$ cat src/rtl/res_cal_pkg.sv
package res_cal_pkg;
  localparam int unsigned FULL_RES = 8;
  localparam int unsigned MIN_RES  = 3;

  typedef enum logic [1:0] {
    ST_IDLE    = 2'd0,
    ST_COLLECT = 2'd1,
    ST_EVAL    = 2'd2
  } cal_state_e;
endpackage

$ cat src/rtl/cal_timer.sv
module cal_timer #(
  parameter int unsigned TMR_W = 32
) (
  input  logic             clk_i,
  input  logic             rst_ni,
  input  logic [TMR_W-1:0] period_i,
  output logic             tick_o
);
  logic [TMR_W-1:0] cnt_q;

  assign tick_o = (cnt_q + TMR_W'(1)) >= period_i;

  always_ff @(posedge clk_i or negedge rst_ni) begin
    if (!rst_ni)     cnt_q <= '0;
    else if (tick_o) cnt_q <= '0;
    else             cnt_q <= cnt_q + TMR_W'(1);
  end

  assert_tick_gap_R2: assert property (@(posedge clk_i) disable iff (!rst_ni)
    (tick_o && period_i > TMR_W'(1) && $stable(period_i)) |=> !tick_o);
endmodule

$ cat src/rtl/cal_tally.sv
module cal_tally #(
  parameter int unsigned N_RED = 5,
  parameter int unsigned LBL_W = 4,
  parameter int unsigned CNT_W = 16
) (
  input  logic                   clk_i,
  input  logic                   rst_ni,
  input  logic                   clr_i,
  input  logic                   en_i,
  input  logic [LBL_W-1:0]       ref_i,
  input  logic [N_RED*LBL_W-1:0] red_i,
  output logic [CNT_W-1:0]       spk_o,
  output logic [N_RED*CNT_W-1:0] mis_o
);
  logic [CNT_W-1:0] spk_q;

  always_ff @(posedge clk_i or negedge rst_ni) begin
    if (!rst_ni)                  spk_q <= '0;
    else if (clr_i)               spk_q <= '0;
    else if (en_i && spk_q != '1) spk_q <= spk_q + CNT_W'(1);
  end
  assign spk_o = spk_q;

  for (genvar k = 0; k < N_RED; k++) begin : g_path
    logic [CNT_W-1:0] mis_q;
    logic             diff;
    assign diff = red_i[k*LBL_W +: LBL_W] != ref_i;

    always_ff @(posedge clk_i or negedge rst_ni) begin
      if (!rst_ni)                          mis_q <= '0;
      else if (clr_i)                       mis_q <= '0;
      else if (en_i && diff && mis_q != '1) mis_q <= mis_q + CNT_W'(1);
    end
    assign mis_o[k*CNT_W +: CNT_W] = mis_q;

    // a mismatch is only ever counted alongside its spike
    assert_mis_le_spk_R3: assert property (@(posedge clk_i) disable iff (!rst_ni)
      mis_q <= spk_q);
  end
endmodule

$ cat src/rtl/cal_pick.sv
module cal_pick #(
  parameter int unsigned N_RED = 5,
  parameter int unsigned CNT_W = 16,
  parameter int unsigned THR_W = 8,
  parameter int unsigned RES_W = 4
) (
  input  logic [CNT_W-1:0]       spk_i,
  input  logic [N_RED*CNT_W-1:0] mis_i,
  input  logic [THR_W-1:0]       num_i,
  input  logic [THR_W-1:0]       den_i,
  output logic [RES_W-1:0]       res_o
);
  import res_cal_pkg::*;
  localparam int unsigned PW = CNT_W + THR_W;

  logic [N_RED-1:0] pass;
  logic [PW-1:0]    rhs;

  assign rhs = PW'(spk_i) * PW'(num_i);

  for (genvar k = 0; k < N_RED; k++) begin : g_cmp
    logic [PW-1:0] lhs;
    assign lhs     = PW'(mis_i[k*CNT_W +: CNT_W]) * PW'(den_i);
    assign pass[k] = (spk_i != '0) && (lhs < rhs);
  end

  // lowest passing width wins
  always_comb begin
    res_o = RES_W'(FULL_RES);
    for (int k = N_RED - 1; k >= 0; k--) begin
      if (pass[k]) res_o = RES_W'(MIN_RES + k);
    end
  end
endmodule

$ cat src/rtl/cal_bank.sv
module cal_bank #(
  parameter int unsigned N_CH  = 96,
  parameter int unsigned RES_W = 4,
  parameter int unsigned CH_W  = 7
) (
  input  logic                  clk_i,
  input  logic                  rst_ni,
  input  logic                  we_i,
  input  logic [CH_W-1:0]       addr_i,
  input  logic [RES_W-1:0]      din_i,
  output logic [N_CH*RES_W-1:0] q_o
);
  import res_cal_pkg::*;

  for (genvar c = 0; c < N_CH; c++) begin : g_ch
    logic [RES_W-1:0] q;
    always_ff @(posedge clk_i or negedge rst_ni) begin
      if (!rst_ni)                            q <= RES_W'(FULL_RES);
      else if (we_i && addr_i == CH_W'(c))    q <= din_i;
    end
    assign q_o[c*RES_W +: RES_W] = q;
  end
endmodule

$ cat src/rtl/res_cal_ctrl.sv
module res_cal_ctrl #(
  parameter int unsigned N_CH  = 96,
  parameter int unsigned N_RED = 5,
  parameter int unsigned LBL_W = 4,
  parameter int unsigned CNT_W = 16,
  parameter int unsigned THR_W = 8,
  parameter int unsigned TMR_W = 32,
  parameter int unsigned RES_W = 4,
  localparam int unsigned CH_W = (N_CH > 1) ? $clog2(N_CH) : 1
) (
  input  logic                   clk_i,
  input  logic                   rst_ni,
  input  logic [TMR_W-1:0]       period_i,
  input  logic [TMR_W-1:0]       window_i,
  input  logic [THR_W-1:0]       thr_num_i,
  input  logic [THR_W-1:0]       thr_den_i,
  input  logic                   lbl_valid_i,
  input  logic [LBL_W-1:0]       lbl_ref_i,
  input  logic [N_RED*LBL_W-1:0] lbl_red_i,
  output logic [CH_W-1:0]        train_ch_o,
  output logic                   training_o,
  output logic                   done_o,
  output logic [N_CH*RES_W-1:0]  res_o
);
  import res_cal_pkg::*;

  cal_state_e             state_q;
  logic [CH_W-1:0]        ch_q;
  logic [TMR_W-1:0]       dwell_q;
  logic                   done_q;
  logic                   tick, start, eval, clr;
  logic [CNT_W-1:0]       spk;
  logic [N_RED*CNT_W-1:0] mis;
  logic [RES_W-1:0]       pick_res;
  logic [N_CH*RES_W-1:0]  bank_q;

  assign start = (state_q == ST_IDLE) && tick;
  assign eval  = (state_q == ST_EVAL);
  assign clr   = start || eval;

  cal_timer #(.TMR_W(TMR_W)) u_timer (
    .clk_i, .rst_ni, .period_i, .tick_o(tick)
  );

  cal_tally #(.N_RED(N_RED), .LBL_W(LBL_W), .CNT_W(CNT_W)) u_tally (
    .clk_i, .rst_ni,
    .clr_i (clr),
    .en_i  (lbl_valid_i && state_q == ST_COLLECT),
    .ref_i (lbl_ref_i),
    .red_i (lbl_red_i),
    .spk_o (spk),
    .mis_o (mis)
  );

  cal_pick #(.N_RED(N_RED), .CNT_W(CNT_W), .THR_W(THR_W), .RES_W(RES_W)) u_pick (
    .spk_i (spk), .mis_i (mis), .num_i (thr_num_i), .den_i (thr_den_i), .res_o (pick_res)
  );

  cal_bank #(.N_CH(N_CH), .RES_W(RES_W), .CH_W(CH_W)) u_bank (
    .clk_i, .rst_ni, .we_i (eval), .addr_i (ch_q), .din_i (pick_res), .q_o (bank_q)
  );

  always_ff @(posedge clk_i or negedge rst_ni) begin
    if (!rst_ni) begin
      state_q <= ST_IDLE;
      ch_q    <= '0;
      dwell_q <= '0;
      done_q  <= 1'b0;
    end else begin
      done_q <= 1'b0;
      unique case (state_q)
        ST_IDLE: if (tick) begin
          state_q <= ST_COLLECT;
          ch_q    <= '0;
          dwell_q <= '0;
        end
        ST_COLLECT: begin
          if ((dwell_q + TMR_W'(1)) >= window_i) state_q <= ST_EVAL;
          else                                   dwell_q <= dwell_q + TMR_W'(1);
        end
        ST_EVAL: begin
          dwell_q <= '0;
          if (ch_q == CH_W'(N_CH - 1)) begin
            state_q <= ST_IDLE;
            done_q  <= 1'b1;
          end else begin
            ch_q    <= ch_q + CH_W'(1);
            state_q <= ST_COLLECT;
          end
        end
        default: state_q <= ST_IDLE;
      endcase
    end
  end

  assign train_ch_o = ch_q;
  assign training_o = (state_q != ST_IDLE);
  assign done_o     = done_q;

  // full precision for every channel while the window is open
  for (genvar c = 0; c < N_CH; c++) begin : g_out
    assign res_o[c*RES_W +: RES_W] = training_o ? RES_W'(FULL_RES) : bank_q[c*RES_W +: RES_W];
  end

  assert_done_pulse_R8: assert property (@(posedge clk_i) disable iff (!rst_ni)
    done_o |=> !done_o);
  assert_done_idle_R8: assert property (@(posedge clk_i) disable iff (!rst_ni)
    done_o |-> !training_o);
  assert_zero_spk_R5: assert property (@(posedge clk_i) disable iff (!rst_ni)
    (eval && spk == '0) |-> pick_res == RES_W'(FULL_RES));
  assert_res_range_R4: assert property (@(posedge clk_i) disable iff (!rst_ni)
    eval |-> (pick_res >= RES_W'(MIN_RES) && pick_res <= RES_W'(FULL_RES)));
  assert_ch_step_R6: assert property (@(posedge clk_i) disable iff (!rst_ni)
    (eval && ch_q != CH_W'(N_CH - 1)) |=> (ch_q == $past(ch_q) + CH_W'(1)));
  assert_ch_bound_R6: assert property (@(posedge clk_i) disable iff (!rst_ni)
    ch_q <= CH_W'(N_CH - 1));
endmodule

$ cat config.mk
export PLATFORM = sky130hd
export DESIGN_NAME = res_cal_ctrl
export DESIGN_NICKNAME = d
export VERILOG_FILES = /design/src/rtl/res_cal_pkg.sv /design/src/rtl/cal_timer.sv /design/src/rtl/cal_tally.sv /design/src/rtl/cal_pick.sv /design/src/rtl/cal_bank.sv /design/src/rtl/res_cal_ctrl.sv
export SDC_FILE = /design/constraint.sdc
export NUM_CORES = 2
export LEC_CHECK = 0
export BUFFER_PORTS_ARGS = -buffer_cell sky130_fd_sc_hd__buf_4
export CORE_ASPECT_RATIO = 0.6
export CORE_MARGIN = 3
export CORE_UTILIZATION = 50
export DETAILED_ROUTE_END_ITERATION = 6
export PLACE_DENSITY = 0.79
export SKIP_CTS_REPAIR_TIMING = 1
export SLEW_MARGIN = 20
export SYNTH_ARGS = -nofsm -noshare
export SYNTH_HDL_FRONTEND = slang
export SYNTH_HIERARCHICAL = 1
export SYNTH_SLANG_ARGS = --single-unit
$ cat constraint.sdc
create_clock -name clk_i -period 13.8 [get_ports clk_i]
set_input_delay 2.76 -clock clk_i [delete_from_list [all_inputs] [get_ports clk_i]]
set_output_delay 2.76 -clock clk_i [all_outputs]
set_load 0.02 [all_outputs]
==> metrics.yaml <==
status:
  outcome: "finished, final reports clean"
global_route:
  grt_max_degree: 279
  overflow: 0
  grt_usage_pct: 27.78
  grt_pass1_vias: 44770
  grt_first_pass_wirelength_mm: 257.3
  antenna_found_initial: 1
route:
  routedWlPerCell_um: 21.17
  num_vias: 44540
  via_per_inst: 5.793
  wl_mm: 162.7
  drt-pass1-iter-count: 5
  drtIter0Drc: 4505
  ant_nets: 0
  drc: 0
setup_path:
  slowest_stage: "buf_4"
  start_kind: "input port"
  crit-reg2reg-capture: "u_bank/g_ch[55].q[2]"
  worstSetupStartpoint: "thr_den_i[5]"
  r2r_start: "u_tally/spk_o[0]"
  path_max_fanout: 58
  ff2ff_setup_slack_ps: 4650
  worstPathArrival_ps: 11430
  critPathRequiredTime_ps: 14380
  critPathMaxStageDelay_ps: 610
  cp-end-kind: "flip-flop"
  critical_path.endpoint: "u_bank/g_ch[55].q[2]"
  crit_type: "in2reg"
  r2r_cells: 28
sta:
  skew_ps: 36.91
  maxSlewViolCount: 0
  timing.final.crit_share_pct: 78.60
  tightest_slew_ps: 1218
  period_minus_slack_ps: 10850
  finalSetupViolCount: 0
  fin_setup_tns_ps: 0
  grt_setup_unrepaired: "false"
  timing.slew.headroom_pct: 18.25
  hold_violations: 0
  setup_slack_ps: 2953
  hold_slack_ps: 495.4
  fmax_mhz: 92.19
logic_synthesis:
  synth-simple-area-share_pct: 21.07
  synth.cell_area_um2: 55790
  ys_seq_area_share_pct: 25.06
  synth_mux_area_share_pct: 7.981
  synth.area.top_cells: "dfrtp_1 21%, fa_1 18%, ha_1 9.8%"
  syn_nets: 6855
  synth-seq-cells: 554
  synth-edff-count: 0
  synth.avg_cell_area_um2: 9.608
  synth-xor-area-share_pct: 4.167
  syn-instance-count: 5807
  synthArstFlopShare_pct: 100.0
  synth_top_family_by_area: "adder cells"
  yosys_warnings: 6
  synth_top_area_share_pct: 20.54
  synth_compound_area_share_pct: 7.111
  synthFlopType: "dfrtp_1"
  yosys.area.top_type: "dfrtp_1"
  synthDistinctLibCells: 113
  synthAdderAreaFrac_pct: 27.90
floorplanning:
  ios: 500
  initial_core_util_pct: 50.63
  chipWidth_um: 437.3
  die_h_um: 264.8
  rows: 94
  die_area_um2: 115800
  coreArea_um2: 110200
place:
  place_hpwl_mm: 120.7
  io_buffers: 499
  dp.cells: 7578
  post-place-ws_ps: 2470
  place_congestion: 0.9309
pwr:
  clkPwrFrac_pct: 46.6
  irDropWorstVdd_uv: 97.80
  p_int_uw: 2530
  power.leakage_uw: 0.03191
  p_sw_uw: 823.6
  powerDensity_nw_per_um2: 53.49
  pwr-share-comb_pct: 5.0
  p_seq_share_pct: 48.5
  switching_share_pct: 24.56
clock_tree:
  htree_levels: 2
  cts_buffers: 56
  cts_num_sinks: 554
  root_buffer: "clkbuf_16"
  clkTransAtPathRegs_ps: 70
  cts_buffer_depth: 3
  clk_latency_ps: 670
  cts_tree: "built"
min_path:
  hold_depth: 1
  worstHoldStart: "u_bank/g_ch[78].q[2]"
  hold_path_class: "reg2reg"
cells_and_area:
  finalNetCount: 7198
  drive_gt1_share_pct: 19.39
  area_growth_pct: 12.39
  layout_common_cells: "805 x and2_1, 715 x inv_1, 535 x buf_4, 504 x fa_1, 503 x nand2_1"
  layout_commonest_cell: "and2_1"
  fin_util_pct: 56.90
  fin_cells: 7688
  fill_cells: 9414
flow_run:
  drv_cap: 0
[critical path: cells and delay by family]
kind | cells | cell delay, ps
adder cells (fa/ha/maj) | 6 | 2700
AND/OR/NAND/NOR | 4 | 1030
buffers and inverters | 7 | 2190
AO/OA/AOI/OAI | 10 | 2240
XOR/XNOR | 1 | 100
multiplexers | 1 | 280
[per-layer routing]
layer  vias to the layer above  wire [um]  track usage, %  share of wire, %
li1                      19810          -               -                 -
met1                     22550      73240           41.56                45
met2                      1871      69560           40.36                43
met3                       301      14020           5.525               8.6
met4                         0       5917           8.951               3.6
met5                         -          0               0                 0
[power by group through the flow]
stage | clock network [uW] | registers [uW] | logic [uW]
floorplan | 0 | 1650 | 69.7
global placement | 0 | 1650 | 161
detailed placement | 0 | 1650 | 165
CTS | 1590 | 1630 | 166
global route | 1660 | 1620 | 183
finish | 1560 | 1630 | 166
[cell usage after synthesis, types with 19 or more instances]
master    number
xnor2_1      187
nand2_1      503
nand3_1       83
nor4_1        32
nor3_1        48
and3_1        34
buf_2         25
and4_1        20
o21bai_1      24
mux2_2       377
a211oi_1      39
o21ai_0      119
or3_1        107
nand4_1       64
xor2_1        71
nor2b_1       31
a21o_1        51
nor2_1       201
nor3b_1       26
inv_1        716
and2_1       805
clkbuf_1     216
o211ai_1      19
ha_1         437
fa_1         504
dfrtp_1      458
a21oi_1      167
nand2b_1      23
dfstp_2       96
[registers in the layout, indices dropped and copies added (netlist names)]
signal,count
u_tally/spk_o,16
train_ch_o,7
done_o,1
u_bank/g_ch.q,384
u_tally/g_path.mis_q,80
u_timer/cnt_q,32
state_q,2
dwell_q,32
[through the flow]
stage / total power [uW] / instance area [um^2]
6_report: 3354 / 62710
5_1_grt: 3466 / 62700
4_1_cts: 3385 / 62640
3_5_place_dp: 1819 / 60810
3_3_place_gp: 1815 / 60800
2_1_floorplan: 1725 / 55790
[how the worst min path moves through the flow]
stage	end	slack (ps)
after global routing	u_bank/g_ch[39].q[2]	510
after floorplan	u_bank/g_ch[39].q[2]	450
final	u_bank/g_ch[78].q[2]	500
after CTS	u_bank/g_ch[78].q[2]	490
after global placement	u_bank/g_ch[39].q[2]	460
after detailed placement	u_bank/g_ch[78].q[2]	470
[kinds of logic after synthesis]
logic type               Yosys count
flip-flops                       554
AND/OR/NAND/NOR                 2091
multiplexers                     396
adder cells (fa/ha/maj)          942
AO/OA/AOI/OAI                    589
buffers and inverters            973
XOR/XNOR                         262
[area by class of cell]
cell class / instances / area, um^2 / area share [%]
tap: 1488 / 1862 / 2.969
clock inverter: 17 / 235.2 / 0.3751
sequential: 554 / 13990 / 22.31
antenna: 2 / 5.005 / 0.007981
multi-input combinational: 4280 / 38170 / 60.87
clock buffer: 89 / 1595 / 2.544
timing repair buffer: 542 / 4158 / 6.631
inverter: 716 / 2689 / 4.288
No activity file was read; power rests on OpenSTA's default activity.
